[config.mk]
export PLATFORM = sky130hd
export DESIGN_NAME = tcmp_access_guard
export DESIGN_NICKNAME = d
export VERILOG_FILES = /design/src/rtl/tcmp_pkg.sv /design/src/rtl/tcmp_addr_decode.sv /design/src/rtl/tcmp_mach_gate.sv /design/src/rtl/tcmp_guest_gate.sv /design/src/rtl/tcmp_access_guard.sv
export SDC_FILE = /design/constraint.sdc
export NUM_CORES = 1
export LEC_CHECK = 0
export BUFFER_PORTS_ARGS = -buffer_cell sky130_fd_sc_hd__buf_4
export CAP_MARGIN = 20
export CORE_AREA = 2 2 39 41
export DETAILED_ROUTE_END_ITERATION = 7
export DIE_AREA = 0 0 41 43
export GPL_TIMING_DRIVEN = 1
export SETUP_SLACK_MARGIN = 0.5
export SYNTH_ARGS = -nofsm -noshare
export SYNTH_HDL_FRONTEND = slang
export SYNTH_SLANG_ARGS = --single-unit
[constraint.sdc]
create_clock -name vclk -period 1.82
set_input_delay 0.182 -clock vclk [all_inputs]
set_output_delay 0.182 -clock vclk [all_outputs]
set_load 0.01 [all_outputs]
[src/rtl/tcmp_pkg.sv]
package tcmp_pkg;

   typedef enum logic [1:0] {
      LVL_USER  = 2'b00,
      LVL_SUPV  = 2'b01,
      LVL_RSVD  = 2'b10,
      LVL_MACH  = 2'b11
   } lvl_e;

   localparam int unsigned CSR_AW = 12;

endpackage

[src/rtl/tcmp_addr_decode.sv]
module tcmp_addr_decode #(
   parameter int unsigned      ADDR_W      = 12,
   parameter logic [ADDR_W-1:0] SUP_BASE   = 'h14D,
   parameter logic [ADDR_W-1:0] VIRT_BASE  = 'h24D,
   parameter logic [ADDR_W-1:0] HI_STRIDE  = 'h010,
   parameter bit               HIGH_HALVES = 1'b1,
   parameter bit               HAS_HYP     = 1'b1
) (
   input  logic [ADDR_W-1:0] addr_i,
   output logic              sup_hit_o,
   output logic              virt_hit_o
);

   localparam logic [ADDR_W-1:0] SUP_HI  = SUP_BASE + HI_STRIDE;
   localparam logic [ADDR_W-1:0] VIRT_HI = VIRT_BASE + HI_STRIDE;

   if (HIGH_HALVES) begin : g_sup_pair
      assign sup_hit_o = (addr_i == SUP_BASE) || (addr_i == SUP_HI);
   end else begin : g_sup_single
      assign sup_hit_o = (addr_i == SUP_BASE);
   end

   if (!HAS_HYP) begin : g_no_virt
      assign virt_hit_o = 1'b0;
   end else if (HIGH_HALVES) begin : g_virt_pair
      assign virt_hit_o = (addr_i == VIRT_BASE) || (addr_i == VIRT_HI);
   end else begin : g_virt_single
      assign virt_hit_o = (addr_i == VIRT_BASE);
   end

endmodule

[src/rtl/tcmp_mach_gate.sv]
module tcmp_mach_gate
   import tcmp_pkg::*;
(
   input  lvl_e lvl_i,
   input  logic hit_i,
   input  logic m_tm_en_i,
   input  logic m_cmp_en_i,
   output logic grant_o,
   output logic pass_o,
   output logic illegal_o
);

   always_comb begin
      grant_o   = 1'b0;
      pass_o    = 1'b0;
      illegal_o = 1'b0;
      if (hit_i) begin
         if (lvl_i == LVL_MACH) begin
            grant_o = 1'b1;
         end else if (lvl_i != LVL_SUPV) begin
            illegal_o = 1'b1;
         end else if (!m_tm_en_i || !m_cmp_en_i) begin
            illegal_o = 1'b1;
         end else begin
            pass_o = 1'b1;
         end
      end
   end

endmodule

[src/rtl/tcmp_guest_gate.sv]
module tcmp_guest_gate #(
   parameter bit HAS_HYP = 1'b1
) (
   input  logic pass_i,
   input  logic virt_i,
   input  logic sup_hit_i,
   input  logic virt_hit_i,
   input  logic h_tm_en_i,
   input  logic h_cmp_en_i,
   output logic ok_o,
   output logic vfault_o,
   output logic redirect_o
);

   logic guest;

   if (HAS_HYP) begin : g_hyp
      assign guest = virt_i;
   end else begin : g_flat
      logic unused_in;
      assign unused_in = virt_i ^ h_tm_en_i ^ h_cmp_en_i ^ sup_hit_i ^ virt_hit_i;
      assign guest = 1'b0;
   end

   always_comb begin
      ok_o       = 1'b0;
      vfault_o   = 1'b0;
      redirect_o = 1'b0;
      if (pass_i) begin
         if (!guest) begin
            ok_o = 1'b1;
         end else if (!h_tm_en_i || !h_cmp_en_i || virt_hit_i) begin
            vfault_o = 1'b1;
         end else begin
            ok_o       = 1'b1;
            redirect_o = sup_hit_i;
         end
      end
   end

endmodule

[src/rtl/tcmp_access_guard.sv]
module tcmp_access_guard
   import tcmp_pkg::*;
#(
   parameter int unsigned       ADDR_W      = CSR_AW,
   parameter logic [ADDR_W-1:0] SUP_BASE    = 'h14D,
   parameter logic [ADDR_W-1:0] VIRT_BASE   = 'h24D,
   parameter logic [ADDR_W-1:0] HI_STRIDE   = 'h010,
   parameter bit                HIGH_HALVES = 1'b1,
   parameter bit                HAS_HYP     = 1'b1
) (
   input  logic [1:0]        priv_i,
   input  logic              virt_i,
   input  logic [ADDR_W-1:0] csr_addr_i,
   input  logic              m_tm_en_i,
   input  logic              h_tm_en_i,
   input  logic              m_cmp_en_i,
   input  logic              h_cmp_en_i,
   output logic              allowed_o,
   output logic              illegal_o,
   output logic              virt_fault_o,
   output logic              redirect_o
);

   if (ADDR_W < 12) begin : g_bad_width
      $error("tcmp_access_guard: ADDR_W must be at least 12");
   end
   if (SUP_BASE == VIRT_BASE) begin : g_bad_base
      $error("tcmp_access_guard: compare bases must differ");
   end
   if (HIGH_HALVES && (HI_STRIDE == '0)) begin : g_bad_stride
      $error("tcmp_access_guard: upper-half stride must be nonzero");
   end

   lvl_e lvl;
   logic sup_hit, virt_hit, any_hit;
   logic m_grant, m_pass, m_ill;
   logic g_ok, g_vfault, g_redir;

   assign lvl     = lvl_e'(priv_i);
   assign any_hit = sup_hit | virt_hit;

   tcmp_addr_decode #(
      .ADDR_W(ADDR_W), .SUP_BASE(SUP_BASE), .VIRT_BASE(VIRT_BASE),
      .HI_STRIDE(HI_STRIDE), .HIGH_HALVES(HIGH_HALVES), .HAS_HYP(HAS_HYP)
   ) u_decode (
      .addr_i    (csr_addr_i),
      .sup_hit_o (sup_hit),
      .virt_hit_o(virt_hit)
   );

   tcmp_mach_gate u_mach (
      .lvl_i     (lvl),
      .hit_i     (any_hit),
      .m_tm_en_i (m_tm_en_i),
      .m_cmp_en_i(m_cmp_en_i),
      .grant_o   (m_grant),
      .pass_o    (m_pass),
      .illegal_o (m_ill)
   );

   tcmp_guest_gate #(.HAS_HYP(HAS_HYP)) u_guest (
      .pass_i    (m_pass),
      .virt_i    (virt_i),
      .sup_hit_i (sup_hit),
      .virt_hit_i(virt_hit),
      .h_tm_en_i (h_tm_en_i),
      .h_cmp_en_i(h_cmp_en_i),
      .ok_o      (g_ok),
      .vfault_o  (g_vfault),
      .redirect_o(g_redir)
   );

   assign allowed_o    = m_grant | g_ok;
   assign illegal_o    = m_ill;
   assign virt_fault_o = g_vfault;
   assign redirect_o   = g_redir;

endmodule

==> flow_metrics.py, run 1 <==
metrics = {
    "status": {
        "status": "completed",
    },
    "power_and_ir_drop": {
        "power.density_nw_per_um2": 144.4,
        "power_switching_share_pct": 33.56,
        "p_leak_uw": 0.0001559,
        "p_total_uw": 50.57,
        "p_sw_uw": 16.97,
        "ir_drop_mv": 0.04191,
        "clockPowerShare_pct": 0,
        "pwr-share-seq_pct": 0,
        "internal-power_uw": 33.60,
        "pwr-share-comb_pct": 100.0,
    },
    "worst_setup_path": {
        "critPathCaptureType": "output pin",
        "cp_slowest_stage_delay_ps": 480,
        "cpMaxStageDelayCell": "or4_4",
        "crit_chain": "buf_6, or3b_1, or4_4, nor4b_4, buf_4",
        "crit_fanout": 4,
        "crit_path_start_kind": "input pin",
        "arrival_ps": 1480,
        "cp_top_family": "simple AND/OR/NAND/NOR gates",
        "crit_buf_inv": 2,
        "cp.required_ps": 1640,
        "critPathKind": "input pin to output pin",
    },
    "synthesis": {
        "netlist_instances": 18,
        "ys_seq_area_share_pct": 0,
        "yosys_warnings": 0,
        "syn_nets": 37,
        "avgSynthCellArea_sq_um": 7.438,
        "syn_area_sq_um": 133.9,
        "post_synth_num_cell_types": 14,
    },
    "floorplan": {
        "placementRows": 14,
        "die_h_um": 43,
        "start_util_pct": 9.674,
        "die-area_sq_um": 1763,
        "die_w_um": 41,
        "core-area_sq_um": 1384,
        "ios": 23,
    },
    "sta": {
        "drv_slew": 0,
        "finalSetupViolations": 0,
        "period_minus_slack_ps": 1665,
        "rsz0062_at_grt": "yes",
        "tns_ps": 0,
        "hold_viol": 0,
        "worstMarginPinSlew_ps": 385.0,
        "timing.final.crit_share_pct": 91.48,
        "max_freq_ghz": 0.6006,
        "maxSlewHeadroom_pct": 74.06,
    },
    "global_route": {
        "grt_usage_pct": 5.994,
        "antenna_found_initial": 0,
        "grt_pass1_vias": 224,
        "grt_pass1_wl_um": 772,
        "grt_overflow": 0,
        "grt_max_degree": 5,
    },
    "detailed_routing": {
        "drc": 0,
        "drt-total-wl_um": 481,
        "drtAntennaViolNets": 0,
        "routedWlPerCell_um": 8.589,
        "vias_per_cell": 3.964,
        "drt_iter0_markers": 0,
        "dr.pass1.iters": 1,
        "num_vias": 222,
    },
    "finish": {
        "final_cells": 56,
        "drive_above_1_share_pct": 70.00,
        "diodes": 0,
        "postLayoutCoreUtil_pct": 25.32,
        "final_nets": 61,
        "multi_input_area_sq_um": 161.4,
        "final_cell_mix": "21 x buf_4, 3 x a21oi_1, 2 x nand4b_1, 2 x nor2b_1",
        "clkbuf_count": 0,
        "final_area_sq_um": 350.3,
        "n_fill_cell": 162,
        "layout_commonest_cell": "buf_4",
        "regArea_sq_um": 0,
        "layout-area-overhead-vs-synth_pct": 161.7,
        "seq_cell_count": 0,
    },
    "placement": {
        "dp.cells": 56,
        "port-buffer-count": 22,
        "place_area_sq_um": 346.6,
        "routabilityCongestion": 0.5643,
        "dpl.hpwl_um": 466.2,
    },
    "run": {
        "maxCapViolCount": 0,
    },
    "clock_tree": {
        "cts_setup_buffers": 0,
    },
    "worst_hold_path": {
        "min_path_type": "input pin to output pin",
    },
}
==> tightest hold or removal path, stage by stage <==
cell	delay (ps)
buf_4	80
nor2b_1	60
nor4b_4	130
buf_4	130
==> power groups by stage <==
| stage | clock network [uW] | logic (uW) | registers, uW |
|---|---|---|---|
| after floorplan | 0 | 18.1 | 0 |
| after global placement | 0 | 49.7 | 0 |
| after detailed placement | 0 | 50.5 | 0 |
| after CTS | 0 | 51.3 | 0 |
| after global routing | 0 | 56.1 | 0 |
| final | 0 | 50.6 | 0 |
==> stage by stage <==
step	worst slack (ps)	hold WS [ps]
after global placement	128.0	774.4
after detailed placement	131.1	773.7
after floorplan	351.8	520.7
after CTS	148.3	780.7
final	155.0	775.5
after global routing	96.21	808.2
==> synthesized netlist by cell type <==
master | instances | area [sq um]
a21bo_2 | 1 | 10.01
a21oi_1 | 3 | 15.01
and2_1 | 1 | 6.260
nand2_1 | 1 | 3.750
nand4b_1 | 2 | 17.52
nor2_1 | 1 | 3.750
nor2b_1 | 2 | 12.51
nor3_1 | 1 | 5.000
nor3b_1 | 1 | 7.510
nor4_2 | 1 | 12.51
nor4b_2 | 1 | 15.01
o21ai_0 | 1 | 5.000
or3b_1 | 1 | 8.760
or4_4 | 1 | 11.26
==> per-layer routing <==
| layer | up-vias | track usage, % | share of wire [%] |
|---|---|---|---|
| met1 | 91 | 5.380 | 33 |
| met5 | - | 0 | 0 |
| li1 | 116 | - | - |
| met3 | 0 | 0.5236 | 16 |
| met4 | 0 | 0 | 0 |
| met2 | 15 | 13.13 | 51 |
==> cell families (layout without fill, tap and decap cells) <==
kind of cell           after synthesis  count (layout)  synth area share, %
AND/OR/NAND/NOR                     13              13                77.56
AO/OA/AOI/OAI                        5               5                22.42
buffers and inverters                0              22                    0
==> timing repair <==
action | 4_1_cts | 5_1_grt
cloned | 0 | 0
resized for setup | 1 | 0
hold buffers | 0 | 0
pin swaps | 2 | 2
endpoints found under the setup margin | 4 | 4
==> worst paths after layout <==
kind / slack (ps) / to / cells after the start / start
min: 780 / redirect_o / 4 / csr_addr_i[9]
max: 160 / redirect_o / 5 / csr_addr_i[7]
==> layout make-up <==
type,instances,share of cell area (%)
well taps,16,5.714
repair buffers,22,48.21
multi-input cells,18,46.07
No activity file was read; power rests on OpenSTA's default activity.
==> run 2: changes to the inputs <==
CELL_PAD_IN_SITES_DETAIL_PLACEMENT = 1   (was default)
CELL_PAD_IN_SITES_GLOBAL_PLACEMENT = 1   (was default)
PLACE_DENSITY_LB_ADDON = 0.1   (was default)
==> run 2 against run 1 <==
Against the previous run: via count rose by 6.8%; die area unchanged; clock-buffer cell count stayed put; combinational power increased by 2%; global-route usage grew 0.70 points.
==> flow_metrics.py, run 2 (synthesis gave the netlist of run 1 again) <==
metrics = {
    "placement": {
        "routabilityCongestion": 0.5295,
        "dpl.hpwl_um": 548.4,
        "dp.cells": 56,
        "port-buffer-count": 22,
        "post-place-ws_ps": 98.89,
    },
    "detailed_routing": {
        "num_vias": 237,
        "routedWlPerCell_um": 10.95,
        "dr.pass1.iters": 2,
        "drt-total-wl_um": 613,
        "drt_iter0_markers": 2,
        "vias_per_cell": 4.232,
        "drc": 0,
        "drtAntennaViolNets": 0,
    },
    "power_and_ir_drop": {
        "p_sw_uw": 18.01,
        "pwr-share-seq_pct": 0,
        "power.density_nw_per_um2": 147.6,
        "ir_drop_mv": 0.03545,
        "clockPowerShare_pct": 0,
        "internal-power_uw": 33.71,
        "power_switching_share_pct": 34.82,
        "p_leak_uw": 0.0001560,
        "pwr-share-comb_pct": 100.0,
    },
    "floorplan": {
        "core-area_sq_um": 1384,
        "die-area_sq_um": 1763,
        "start_util_pct": 9.674,
        "die_w_um": 41,
        "placementRows": 14,
        "die_h_um": 43,
        "ios": 23,
    },
    "sta": {
        "maxSlewHeadroom_pct": 72.15,
        "tns_ps": 0,
        "setup_slack_ps": 136.2,
        "holdWs_ps": 779.3,
        "finalSetupViolations": 0,
        "timing.final.crit_share_pct": 92.52,
        "period_minus_slack_ps": 1684,
        "drv_slew": 0,
        "rsz0062_at_grt": "yes",
        "max_freq_ghz": 0.5939,
        "worstMarginPinSlew_ps": 413.3,
        "hold_viol": 0,
    },
    "global_route": {
        "antenna_found_initial": 0,
        "grt_pass1_wl_um": 855,
        "grt_max_degree": 5,
        "grt_usage_pct": 6.693,
        "grt_pass1_vias": 203,
        "grt_overflow": 0,
    },
    "clock_tree": {
        "cts_setup_buffers": 0,
        "ctsHoldBuffers": 0,
    },
    "worst_hold_path": {
        "hold_path_depth": 4,
        "min_path_type": "input pin to output pin",
    },
    "finish": {
        "diodes": 0,
        "final_cell_mix": "21 x buf_4, 3 x a21oi_1, 2 x nand4b_1, 2 x nor2b_1",
        "drive_above_1_share_pct": 70.00,
        "final_nets": 61,
        "postLayoutCoreUtil_pct": 25.32,
        "final_cells": 56,
        "layout-area-overhead-vs-synth_pct": 161.7,
        "regArea_sq_um": 0,
        "clkbuf_count": 0,
        "layout_commonest_cell": "buf_4",
        "seq_cell_count": 0,
    },
    "worst_setup_path": {
        "crit_fanout": 4,
        "cp.required_ps": 1640,
        "critPathCaptureType": "output pin",
        "crit_path_start_kind": "input pin",
        "arrival_ps": 1500,
        "critPathKind": "input pin to output pin",
    },
    "status": {
        "status": "completed",
    },
    "run": {
        "maxCapViolCount": 0,
    },
}
run 2: cell counts in the layout (fill, tap and decap cells not counted):
Identical to the previous run, type by type.
run 2: metrics by stage:
| stage | power (uW) | instance area, sq um |
|---|---|---|
| 2_1_floorplan | 18.12 | 161.4 |
| 5_1_grt | 56.63 | 350.3 |
| 3_5_place_dp | 51.58 | 346.6 |
| 4_1_cts | 52.50 | 350.3 |
| 6_report | 51.72 | 350.3 |
| 3_3_place_gp | 49.93 | 346.6 |
run 2: routing by layer:
| layer | global-route usage, % | up-vias | routed length [um] |
|---|---|---|---|
| li1 | - | 118 | - |
| met1 | 7.911 | 109 | 207 |
| met2 | 13.13 | 10 | 344 |
| met3 | 0 | 0 | 61 |
| met4 | 0 | 0 | 0 |
| met5 | 0 | - | 0 |
run 2: what timing repair did:
item,4_1_cts,5_1_grt
pin swaps,2,1
setup endpoints to repair,4,4
gates resized for setup,1,0
run 2: final timing paths:
kind / slack [ps] / startpoint / to
hold / removal: 780 / csr_addr_i[9] / redirect_o
setup / recovery: 140 / csr_addr_i[7] / redirect_o
run 2: power by group through the flow:
stage | Combinational (uW) | Clock [uW] | Sequential [uW]
detailed placement | 51.6 | 0 | 0
global route | 56.6 | 0 | 0
CTS | 52.5 | 0 | 0
global placement | 49.9 | 0 | 0
floorplan | 18.1 | 0 | 0
finish | 51.7 | 0 | 0
run 2: cell type report:
cell class                      count  area (sq um)
Multi-Input combinational cell     18         161.4
Tap cell                           16         20.02
Fill cell                         173          1033
Timing Repair Buffer               22         168.9
run 2: critical path: stages:
cell,delay (ps)
buf_6,90
or3b_1,360
or4_4,480
nor4b_4,230
buf_4,150
